===== config.mk =====
export PLATFORM = sky130hd
export DESIGN_NAME = i2c_arb_master
export DESIGN_NICKNAME = d
export VERILOG_FILES = /design/src/rtl/i2c_arb_pkg.sv /design/src/rtl/i2c_arb_sync.sv /design/src/rtl/i2c_arb_busmon.sv /design/src/rtl/i2c_arb_halftick.sv /design/src/rtl/i2c_arb_engine.sv /design/src/rtl/i2c_arb_master.sv
export SDC_FILE = /design/constraint.sdc
export NUM_CORES = 1
export LEC_CHECK = 0
export BUFFER_PORTS_ARGS = -buffer_cell sky130_fd_sc_hd__buf_4
export CAP_MARGIN = 30
export CORE_MARGIN = 4
export CORE_UTILIZATION = 45
export CTS_CLUSTER_DIAMETER = 80
export CTS_CLUSTER_SIZE = 16
export DETAILED_ROUTE_END_ITERATION = 10
export PLACE_DENSITY_LB_ADDON = 0.25
export SYNTH_ARGS = -nofsm -noshare
export SYNTH_HDL_FRONTEND = slang
export SYNTH_HIERARCHICAL = 1
export SYNTH_SLANG_ARGS = --single-unit

===== constraint.sdc =====
create_clock -name clk -period 4.3 [get_ports clk]
set_input_delay 1.29 -clock clk [delete_from_list [all_inputs] [get_ports clk]]
set_output_delay 1.29 -clock clk [all_outputs]
set_load 0.05 [all_outputs]

===== src/rtl/i2c_arb_pkg.sv =====
package i2c_arb_pkg;

  typedef enum logic [2:0] {
    PH_IDLE,
    PH_START,
    PH_LOW,
    PH_HIGH,
    PH_STOP_LOW,
    PH_STOP_HIGH
  } phase_t;

  localparam int unsigned ADDR_W = 7;
  localparam int unsigned BYTE_W = 8;

  // A bit is lost when the engine released SDA (sent one) but saw it low.
  function automatic logic lost_bit(input logic sent_one, input logic seen_level);
    return sent_one & ~seen_level;
  endfunction

  // Phases in which the engine holds SCL low.
  function automatic logic scl_pulled(input phase_t ph);
    return (ph == PH_LOW) || (ph == PH_STOP_LOW);
  endfunction

  // First frame on the wire: address followed by the direction bit.
  function automatic logic [BYTE_W-1:0] addr_frame(input logic [ADDR_W-1:0] a,
                                                   input logic rw);
    return {a, rw};
  endfunction

endpackage


===== src/rtl/i2c_arb_sync.sv =====
module i2c_arb_sync #(
  parameter int unsigned STAGES = 2,
  parameter int unsigned WIDTH  = 2
) (
  input  logic             clk,
  input  logic             rst_n,
  input  logic [WIDTH-1:0] d,
  output logic [WIDTH-1:0] q
);

  logic [WIDTH-1:0] stg [STAGES];

  // Idle bus level is high on both wires, so reset to ones.
  always_ff @(posedge clk or negedge rst_n) begin
    if (!rst_n) stg[0] <= '1;
    else        stg[0] <= d;
  end

  for (genvar s = 1; s < STAGES; s++) begin : g_stage
    always_ff @(posedge clk or negedge rst_n) begin
      if (!rst_n) stg[s] <= '1;
      else        stg[s] <= stg[s-1];
    end
  end

  assign q = stg[STAGES-1];

endmodule


===== src/rtl/i2c_arb_busmon.sv =====
module i2c_arb_busmon (
  input  logic clk,
  input  logic rst_n,
  input  logic scl_s,
  input  logic sda_s,
  output logic busy
);

  logic scl_p, sda_p;
  logic start_ev, stop_ev;

  always_ff @(posedge clk or negedge rst_n) begin
    if (!rst_n) begin
      scl_p <= 1'b1;
      sda_p <= 1'b1;
    end else begin
      scl_p <= scl_s;
      sda_p <= sda_s;
    end
  end

  // SDA edge while SCL stays high: falling = START, rising = STOP.
  assign start_ev = scl_s & scl_p & sda_p & ~sda_s;
  assign stop_ev  = scl_s & scl_p & ~sda_p & sda_s;

  always_ff @(posedge clk or negedge rst_n) begin
    if (!rst_n)        busy <= 1'b0;
    else if (start_ev) busy <= 1'b1;
    else if (stop_ev)  busy <= 1'b0;
  end

  assert_busy_on_start_R6: assert property (@(posedge clk) disable iff (!rst_n)
    start_ev |=> busy);

  assert_free_on_stop_R6: assert property (@(posedge clk) disable iff (!rst_n)
    stop_ev |=> !busy);

endmodule


===== src/rtl/i2c_arb_halftick.sv =====
module i2c_arb_halftick #(
  parameter int unsigned DIVW = 12
) (
  input  logic            clk,
  input  logic            rst_n,
  input  logic            run,
  input  logic [DIVW-1:0] div_half,
  output logic            tick
);

  logic [DIVW-1:0] cnt_q;

  assign tick = run && (cnt_q == div_half - 1'b1);

  always_ff @(posedge clk or negedge rst_n) begin
    if (!rst_n)             cnt_q <= '0;
    else if (!run || tick)  cnt_q <= '0;
    else                    cnt_q <= cnt_q + 1'b1;
  end

  // Counter stays inside one half-period while a transfer runs.
  assert_half_bound_R11: assert property (@(posedge clk) disable iff (!rst_n)
    run |-> (cnt_q < div_half));

endmodule


===== src/rtl/i2c_arb_engine.sv =====
module i2c_arb_engine
  import i2c_arb_pkg::*;
(
  input  logic              clk,
  input  logic              rst_n,
  input  logic              master_en,
  input  logic              cmd_start,
  input  logic [ADDR_W-1:0] cmd_addr,
  input  logic              cmd_rw,
  input  logic [BYTE_W-1:0] cmd_data,
  input  logic              sda_s,
  input  logic              bus_busy,
  input  logic              tick,
  output logic              run,
  output logic              scl_low,
  output logic              sda_low,
  output logic              done,
  output logic              arb_lost,
  output logic              nack
);

  localparam logic [3:0] ACK_SLOT = 4'(BYTE_W);

  phase_t            ph_q, ph_n;
  logic              pend_q, pend_n;
  logic [ADDR_W-1:0] addr_q, addr_n;
  logic              rw_q, rw_n;
  logic [BYTE_W-1:0] data_q, data_n;
  logic [BYTE_W-1:0] sh_q, sh_n;
  logic [3:0]        bit_q, bit_n;
  logic              byte_q, byte_n;
  logic              scl_q, sda_q, sda_n, scl_n, sda_want;
  logic              done_q, done_n, arb_q, arb_n, nack_q, nack_n;

  // Named internal events for the assertions.
  logic start_issue, loss_ev, stop_issue;

  always_comb begin
    ph_n   = ph_q;
    pend_n = pend_q;
    addr_n = addr_q;
    rw_n   = rw_q;
    data_n = data_q;
    sh_n   = sh_q;
    bit_n  = bit_q;
    byte_n = byte_q;
    done_n = done_q;
    arb_n  = arb_q;
    nack_n = nack_q;
    start_issue = 1'b0;
    loss_ev     = 1'b0;
    stop_issue  = 1'b0;

    if (cmd_start && (ph_q == PH_IDLE) && !pend_q) begin
      pend_n = 1'b1;
      addr_n = cmd_addr;
      rw_n   = cmd_rw;
      data_n = cmd_data;
    end

    case (ph_q)
      PH_IDLE: begin
        if (pend_q && master_en && !bus_busy) begin
          ph_n   = PH_START;
          pend_n = 1'b0;
          done_n = 1'b0;
          arb_n  = 1'b0;
          nack_n = 1'b0;
          start_issue = 1'b1;
        end
      end
      PH_START: begin
        if (tick) begin
          ph_n   = PH_LOW;
          sh_n   = addr_frame(addr_q, rw_q);
          bit_n  = '0;
          byte_n = 1'b0;
        end
      end
      PH_LOW: begin
        if (tick) ph_n = PH_HIGH;
      end
      PH_HIGH: begin
        if (tick) begin
          if (bit_q != ACK_SLOT) begin
            if (lost_bit(sh_q[BYTE_W-1], sda_s)) begin
              loss_ev = 1'b1;
              ph_n    = PH_IDLE;
              arb_n   = 1'b1;
              done_n  = 1'b1;
            end else begin
              sh_n  = sh_q << 1;
              bit_n = bit_q + 4'd1;
              ph_n  = PH_LOW;
            end
          end else if (sda_s) begin
            nack_n = 1'b1;
            ph_n   = PH_STOP_LOW;
          end else if (!byte_q && !rw_q) begin
            sh_n   = data_q;
            byte_n = 1'b1;
            bit_n  = '0;
            ph_n   = PH_LOW;
          end else begin
            ph_n = PH_STOP_LOW;
          end
        end
      end
      PH_STOP_LOW: begin
        if (tick) ph_n = PH_STOP_HIGH;
      end
      PH_STOP_HIGH: begin
        if (tick) begin
          ph_n       = PH_IDLE;
          done_n     = 1'b1;
          stop_issue = 1'b1;
        end
      end
      default: ph_n = PH_IDLE;
    endcase

    case (ph_n)
      PH_START, PH_STOP_LOW, PH_STOP_HIGH: sda_want = 1'b1;
      PH_LOW, PH_HIGH: sda_want = (bit_n != ACK_SLOT) && !sh_n[BYTE_W-1];
      default: sda_want = 1'b0;
    endcase

    scl_n = scl_pulled(ph_n);
    // Hold SDA for the cycle in which SCL first goes low.
    sda_n = (scl_n && !scl_q) ? sda_q : sda_want;
  end

  always_ff @(posedge clk or negedge rst_n) begin
    if (!rst_n) begin
      ph_q   <= PH_IDLE;
      pend_q <= 1'b0;
      addr_q <= '0;
      rw_q   <= 1'b0;
      data_q <= '0;
      sh_q   <= '0;
      bit_q  <= '0;
      byte_q <= 1'b0;
      scl_q  <= 1'b0;
      sda_q  <= 1'b0;
      done_q <= 1'b0;
      arb_q  <= 1'b0;
      nack_q <= 1'b0;
    end else begin
      ph_q   <= ph_n;
      pend_q <= pend_n;
      addr_q <= addr_n;
      rw_q   <= rw_n;
      data_q <= data_n;
      sh_q   <= sh_n;
      bit_q  <= bit_n;
      byte_q <= byte_n;
      scl_q  <= scl_n;
      sda_q  <= sda_n;
      done_q <= done_n;
      arb_q  <= arb_n;
      nack_q <= nack_n;
    end
  end

  assign run      = (ph_q != PH_IDLE);
  assign scl_low  = scl_q;
  assign sda_low  = sda_q;
  assign done     = done_q;
  assign arb_lost = arb_q;
  assign nack     = nack_q;

  assert_release_on_loss_R8: assert property (@(posedge clk) disable iff (!rst_n)
    loss_ev |=> (!scl_q && !sda_q && arb_q && done_q));

  assert_start_when_free_R6: assert property (@(posedge clk) disable iff (!rst_n)
    ($rose(sda_q) && !scl_q) |-> $past(!bus_busy && master_en));

  assert_sda_steady_high_R2: assert property (@(posedge clk) disable iff (!rst_n)
    (ph_q == PH_HIGH && $past(ph_q) == PH_HIGH) |-> $stable(sda_q));

  assert_ack_released_R3: assert property (@(posedge clk) disable iff (!rst_n)
    (ph_q == PH_HIGH && bit_q == ACK_SLOT) |-> !sda_q);

  assert_flags_exclusive_R5: assert property (@(posedge clk) disable iff (!rst_n)
    $onehot0({arb_q, nack_q}));

  assert_done_with_stop_R3: assert property (@(posedge clk) disable iff (!rst_n)
    stop_issue |=> (done_q && !sda_q && !scl_q));

  assert_start_clears_R10: assert property (@(posedge clk) disable iff (!rst_n)
    start_issue |=> (!done_q && !arb_q && !nack_q));

endmodule


===== src/rtl/i2c_arb_master.sv =====
module i2c_arb_master
  import i2c_arb_pkg::*;
#(
  parameter int unsigned DIVW      = 12,
  parameter int unsigned SYNC_DEPTH = 2
) (
  input  logic              clk,
  input  logic              rst_n,
  input  logic              master_en,
  input  logic [DIVW-1:0]   div_half,
  input  logic              cmd_start,
  input  logic [ADDR_W-1:0] cmd_addr,
  input  logic              cmd_rw,
  input  logic [BYTE_W-1:0] cmd_data,
  input  logic              scl_in,
  input  logic              sda_in,
  output logic              scl_low_o,
  output logic              sda_low_o,
  output logic              done_o,
  output logic              arb_lost_o,
  output logic              nack_o
);

  logic [1:0] wires_s;
  logic       bus_busy, run, tick;

  i2c_arb_sync #(.STAGES(SYNC_DEPTH), .WIDTH(2)) u_sync (
    .clk   (clk),
    .rst_n (rst_n),
    .d     ({scl_in, sda_in}),
    .q     (wires_s)
  );

  i2c_arb_busmon u_busmon (
    .clk   (clk),
    .rst_n (rst_n),
    .scl_s (wires_s[1]),
    .sda_s (wires_s[0]),
    .busy  (bus_busy)
  );

  i2c_arb_halftick #(.DIVW(DIVW)) u_tick (
    .clk      (clk),
    .rst_n    (rst_n),
    .run      (run),
    .div_half (div_half),
    .tick     (tick)
  );

  i2c_arb_engine u_engine (
    .clk       (clk),
    .rst_n     (rst_n),
    .master_en (master_en),
    .cmd_start (cmd_start),
    .cmd_addr  (cmd_addr),
    .cmd_rw    (cmd_rw),
    .cmd_data  (cmd_data),
    .sda_s     (wires_s[0]),
    .bus_busy  (bus_busy),
    .tick      (tick),
    .run       (run),
    .scl_low   (scl_low_o),
    .sda_low   (sda_low_o),
    .done      (done_o),
    .arb_lost  (arb_lost_o),
    .nack      (nack_o)
  );

endmodule


# Word-level counts from Yosys, hierarchy flattened
# Index checks and enable logic that the tools add are counted.
# totals
inputBits	34
wordCells	136
ff_bits	57
out_inout_bits	5
# op_classes
reduce_logical	30
muxes	49
n_bitwise	8
add_sub_neg	3
n_eq_ne	26
# op_table
op	count
$mux W8	6
$mux W3	9
$mux W4	6
$mux W1	18
$pmux W3 S6	1
$reduce_and A6 Y1	3
$pmux W8 S2	1
$ne A2 B2 Y1 const B	7
$add A12 B1 Y12 const B	1
$eq A12 B12 Y1	1
$eq A3 B2 Y1 const B	4
$eq A3 B3 Y1 const B	4
$mux W12	1
$sub A12 B1 Y12 const B	1
$reduce_and A5 Y1	2
$logic_and A1 B1 Y1	8
$ne A4 B4 Y1 const B	2
$pmux W1 S2	4
$pmux W4 S2	1
$logic_not A1 Y1	7
$and A1 B1 Y1	6
$eq A3 B1 Y1 const B	2
$ne A2 B1 Y1 const B	3
$reduce_bool A2 Y1	3
other kinds (12)	15

# Depth between registers and ports, before layout
# logic_depth
depth_word	10
depth_mapped	15
depth_no_buf	14

# Modules after synthesis
# Netlist, hierarchy kept.
# by_module_without_submodules
module	n_inst	seq_area_each_um2	cells_per_inst	area_each_um2
i2c_arb_engine	1	950.9	168	1824.2
i2c_arb_halftick	1	300.3	116	945.9
i2c_arb_sync	1	105.1	6	120.1
i2c_arb_busmon	1	77.6	7	111.4

# Worst setup path after synthesis
# No wires, ideal clock.
# synth_timing
path_kind	in2reg
start	input port div_half[3]
end	register u_engine.sda_q (netlist: u_engine/sda_low)
cell_stages	14
path_slack_ns	-0.198
n_path_buf	2
setup_time_ns	0.086
required_ns	4.214
t_arrival_ns	4.412
path_cell_list	or4_1 buf_2 or3_1 o31ai_2 o2111ai_1 nor4_2 and2_1 buf_2 nand2_1 nor2_2 o21ai_1 a221o_1 or3_1 o221ai_2
# synth_between
elab_chain_len	8
word_cells_on_any_way	28
classes_between	1 x add/sub; 7 x eq/ne; 13 x mux; 7 x reduce/logical
# synth_rtl
element	line_no	rtl
from (decl)	i2c_arb_master.sv:10	input logic [DIVW-1:0] div_half,
$sub A12 B1 Y12 (*)	i2c_arb_halftick.sv:13	assign tick = run && (cnt_q == div_half - 1'b1);
$eq A12 B12 Y1 (*)	i2c_arb_halftick.sv:13	
$logic_and A1 B1 Y1 (*)	i2c_arb_halftick.sv:13	
via tick	i2c_arb_master.sv:25	logic bus_busy, run, tick;
$mux W8 (on tied branches)	i2c_arb_engine.sv:84, i2c_arb_engine.sv:73	
$pmux W8 S2 (*)	i2c_arb_engine.sv:61	case (ph_q)
via u_engine.sh_n[7]	i2c_arb_engine.sv:29	logic [BYTE_W-1:0] sh_q, sh_n;
$logic_not A1 Y1 (*)	i2c_arb_engine.sv:124	PH_LOW, PH_HIGH: sda_want = (bit_n != ACK_SLOT) && !sh_n[BYTE_W-1];
$logic_and A1 B1 Y1 (*)	i2c_arb_engine.sv:124	
$pmux W1 S2 (*)	i2c_arb_engine.sv:122	case (ph_n)
to (signal assigned)	i2c_arb_engine.sv:158	sda_q <= sda_n;
to (decl)	i2c_arb_engine.sv:32	logic scl_q, sda_q, sda_n, scl_n, sda_want;
# Mark *: on every way through the listed nets, which the timed path passes. The rest lies on a longest branch. The select of a mux whose other input is x is not followed.
# A chain may end at the register's enable or synchronous reset.

# Worst setup path in the final report
# Ends and elaborated chain as after synthesis.

==> results by group <==
Status
  – Status: complete, no violations

Worst setup path
  – Reg2Reg Launch Point: u_tick/cnt_q[3]$_DFF_PN0_
  – Worst setup path class: in -> reg
  – End of the worst register-to-register path: u_engine/sda_low$_DFFE_PN0N_
  – Library cell appearing most often on the critical path: or3_1
  – Setup slack, reg-to-reg: 1.50 ns
  – Critical Path Max Stage Delay: 0.60 ns
  – Count of buffer and inverter cells on the critical path: 1
  – Worst-path maximum fanout: 5
  – Worst Setup End Kind: register
  – Depth of the worst register-to-register path: 12
  – Top delay family on crit path: simple AND/OR/NAND/NOR gates
  – CP Launch Type: input pin
  – CP Data Required Time: 4.55 ns
  – CP cell instances: buf_4, or4_1, or3_1, o31ai_2, o2111ai_1, nor4_2, and2_1, nand2_2, nor2_2, o21ai_1, a221o_1, or3_1, o221ai_2
  – Data arrival time of the worst path: 4.26 ns
  – Standard cell with the maximum stage delay on the critical path: or4_1

Drt
  – Length of routed wiring on met1: 2961 um
  – Post-route antenna net violation count: 0
  – Total vias in the final route: 2,301
  – Routed wire length: 6064 um
  – Amount of wire on met2 after detailed routing: 2758 um
  – Detailed-routed wire length on met3: 318 um
  – Highest metal layer with signal wires: met4
  – 1st-iter DRT viols: 160
  – Routed WL per cell: 14.10 um
  – Drc violations: 0
  – Detailed-router iteration count before antenna repair: 5
  – Detailed-route vias per instance: 5.351

Timing
  – Setup repair after global routing missed its margin: no
  – Final worst path period need: 4.011 ns
  – Clock Skew: 0.006393 ns
  – PnR worst setup slack: 0.2891 ns
  – Share of the clock period used by the worst path after layout: 0.9328
  – Tightest Pin Transition: 0.7093 ns
  – Final hold viol count: 0
  – Max Transition Viols Final: 0
  – Setup TNS: 0 ns
  – Peak Freq: 0.2493 GHz
  – Final setup viols: 0
  – Slew margin rel.: 0.5271

Pwr
  – Total internal power: 1.025 mW
  – Switching power of the nets: 386.6 uW
  – Logic gate share of total power: 0.168
  – Share of total power in the clock network: 0.386
  – Power density cells: 387.0 nW/um^2
  – Static Leakage: 1.715 nW
  – Switching fraction of total power: 0.2739
  – Maximum VDD drop: 274.1 uV
  – Relative contribution of sequential cells to total power: 0.446

Clock network
  – Deepest level of the CTS H-tree: 3
  – Clock latency reported for the late side of the worst-skew pair: 0.33 ns
  – TritonCTS buffer count: 9
  – TritonCTS Sinks: 57
  – Hold-fix buffers, CTS: 0
  – Clock tree root driver cell: clkbuf_8
  – Clock input transition at the sequential cells of the worst setup and hold paths: 0.07 ns
  – Post-CTS setup buffers: 0
  – Clock buffer depth: 2
  – Cts repair resizes: 0
  – CTS tree: yes

Floorplanning
  – Number of placement rows: 29
  – Core area: 6422 sq um
  – Effective utilization at floorplan: 0.4674
  – Vertical die dimension: 89.67 um
  – Number of top-level pins: 39
  – Die area: 8041 sq um
  – Width of the die: 89.67 um

Job
  – Max-cap viol count: 0

Global routing
  – Global-route wire length before repair: 10,540 um
  – Via count of the first global-routing pass: 2,312
  – Overall track demand over capacity in global routing: 0.1707
  – Maximum number of pins on one net before global-route repair: 58
  – Initial antenna violation count: 0
  – Total global routing overflow: 0

Cells and area
  – Share of layout cells above drive strength 1: 0.3059
  – Share of the core filled with cells in the final layout: 0.5679
  – Layout Area Growth over Synthesis: 21.51%
  – Final Non-Filler Cells: 430
  – # nets final: 386
  – # diodes: 0
  – Design area: 3647 sq um
  – Filler Cell Count: 582

Yosys
  – Part of the Yosys area used for sequential elements: 0.4777
  – Syn avg cell area: 10.11 sq um
  – Netlist cell types: 54
  – Post-synth net total: 335
  – Count of flip-flops with a built-in enable after synthesis: 0
  – Share of synthesized flip-flops with an asynchronous set or reset: 1.000
  – Synthesized flop and latch total: 57
  – Total number of yosys warnings: 6
  – Cell area after synthesis: 3002 sq um
  – Flip-flop cell with the highest count after synthesis: dfrtp_1
  – Number of instances in the synthesized netlist: 297

Placed design
  – Total half-perimeter wirelength after legalization and detailed placement: 4494 um
  – Area post-placement: 3428 sq um
  – GP Congestion: 0.9271
  – Worst slack, placed: -0.05976 ns
  – Cell count after placement: 414
  – Port bufs: 38

Worst hold path
  – Worst min-delay path class: reg -> reg
  – Min-Delay Startpoint: u_sync/stg[2]$_DFF_PN1_
  – Worst hold path stage count: 0
  – Endpoint with the worst hold slack: u_sync/q[0]$_DFF_PN1_
## layout make-up
type                            count  area [sq um]  share of cell area
Inverter                           11         41.29             0.01132
Timing Repair Buffer               54         405.4              0.1111
Clock inverter                      6         91.34             0.02504
Clock buffer                       10         127.6             0.03499
Multi-Input combinational cell    215          1451              0.3979
Sequential cell                    57          1434              0.3931
Tap cell                           77         96.34             0.02642
## synth_stat cells, types with 3 or more instances
library cell / instances / area [sq um]
nand2_1: 41 / 153.9
dfrtp_1: 51 / 1276
xnor2_1: 15 / 131.4
ha_1: 4 / 50.05
mux2_2: 16 / 180.2
nor2_1: 25 / 93.84
nand4_1: 3 / 18.77
a31oi_1: 3 / 18.77
clkbuf_1: 4 / 15.01
nand3_1: 8 / 40.04
nand2b_1: 4 / 25.02
buf_2: 6 / 30.03
nor3_2: 3 / 30.03
dfstp_2: 6 / 157.7
o21ai_1: 4 / 20.02
a21oi_1: 9 / 45.04
inv_1: 11 / 41.29
o21ai_0: 5 / 25.02
or3_1: 6 / 37.54
mux2i_1: 3 / 30.03
nor3_1: 9 / 45.04
xor2_1: 12 / 105.1
a222oi_1: 7 / 70.07
## cells by family (layout without fill, tap and decap cells)
| family | Yosys count | in the layout | share of synthesized area |
|---|---|---|---|
| adder cells (fa/ha/maj) | 4 | 4 | 0.01667 |
| multiplexers | 19 | 19 | 0.07003 |
| AO/OA/AOI/OAI | 42 | 42 | 0.1009 |
| AND/OR/NAND/NOR | 123 | 123 | 0.2147 |
| buffers and inverters | 25 | 81 | 0.04126 |
| flip-flops | 57 | 57 | 0.4777 |
| XOR/XNOR | 27 | 27 | 0.07878 |
## metrics by stage
stage | hold slack, ns | power, mW
after floorplan | 0.3452 | 0.8046
after global placement | 0.3481 | 0.8698
after detailed placement | 0.3523 | 0.8757
after CTS | 0.3624 | 1.429
after global routing | 0.3663 | 1.495
final | 0.3616 | 1.411
## cell usage in the layout, fill, tap and decap left out, types with 2 or more instances in the layout
cell type   instances
a21o_1              2
a21oi_1             9
a222oi_1            7
a31oi_1             3
and2b_1             2
buf_4              54
bufinv_16           2
clkbuf_8            9
clkinvlp_4          3
dfrtp_1            51
dfstp_2             6
ha_1                4
inv_1              11
mux2_2             16
mux2i_1             3
nand2_1            40
nand2_2             2
nand2b_1            4
nand3_1             8
nand3b_2            2
nand4_1             3
nor2_1             25
nor2_2              2
nor3_1              8
nor3_2              4
nor3b_1             2
nor4_1              2
o211ai_1            2
o21a_1              2
o21ai_0             5
o21ai_1             4
o31ai_1             2
or3_1               6
xnor2_1            15
xor2_1             12
## worst register-to-register path: cells and delay by family, from the launching register on
kind / cells / cell delay (ns)
simple gates: 7 / 1.48
compound gates: 3 / 0.51
flops: 1 / 0.43
xor+xnor: 2 / 0.32
## flip-flops by register name, indices dropped and copies added, names as in the netlist, 2 cells and up
signal / count
u_engine/bit_q: 4
u_engine/ph_q: 3
u_engine/addr_q: 7
u_sync/q: 2
u_engine/sh_q: 8
u_sync/stg: 2
u_engine/data_q: 8
u_tick/cnt_q: 12
## worst max path at each step
stage	startpoint	endpoint	slack, ns	cells after the start
2_1_floorplan	div_half[3]	u_engine/sda_low$_DFFE_PN0N_	0.02	14
3_3_place_gp	div_half[3]	u_engine/sda_low$_DFFE_PN0N_	-0.007	13
3_5_place_dp	div_half[3]	u_engine/sda_low$_DFFE_PN0N_	-0.06	13
4_1_cts	div_half[3]	u_engine/sda_low$_DFFE_PN0N_	0.30	13
5_1_grt	div_half[3]	u_engine/sda_low$_DFFE_PN0N_	0.1	13
6_report	div_half[3]	u_engine/sda_low$_DFFE_PN0N_	0.29	13
## power groups by stage
stage	registers [mW]	clock network, mW	logic, mW
after global routing	0.636	0.586	0.273
after CTS	0.628	0.560	0.240
final	0.629	0.545	0.238
after global placement	0.636	0	0.233
after detailed placement	0.637	0	0.238
after floorplan	0.614	0	0.190
## layer usage
metal / up-vias / GRT usage
li1: 1142 / -
met1: 1102 / 0.2315
met2: 53 / 0.2566
met3: 4 / 0.05657
met4: 0 / 0.05819
met5: - / 0
Note: power is estimated with default switching activity, not from simulation.
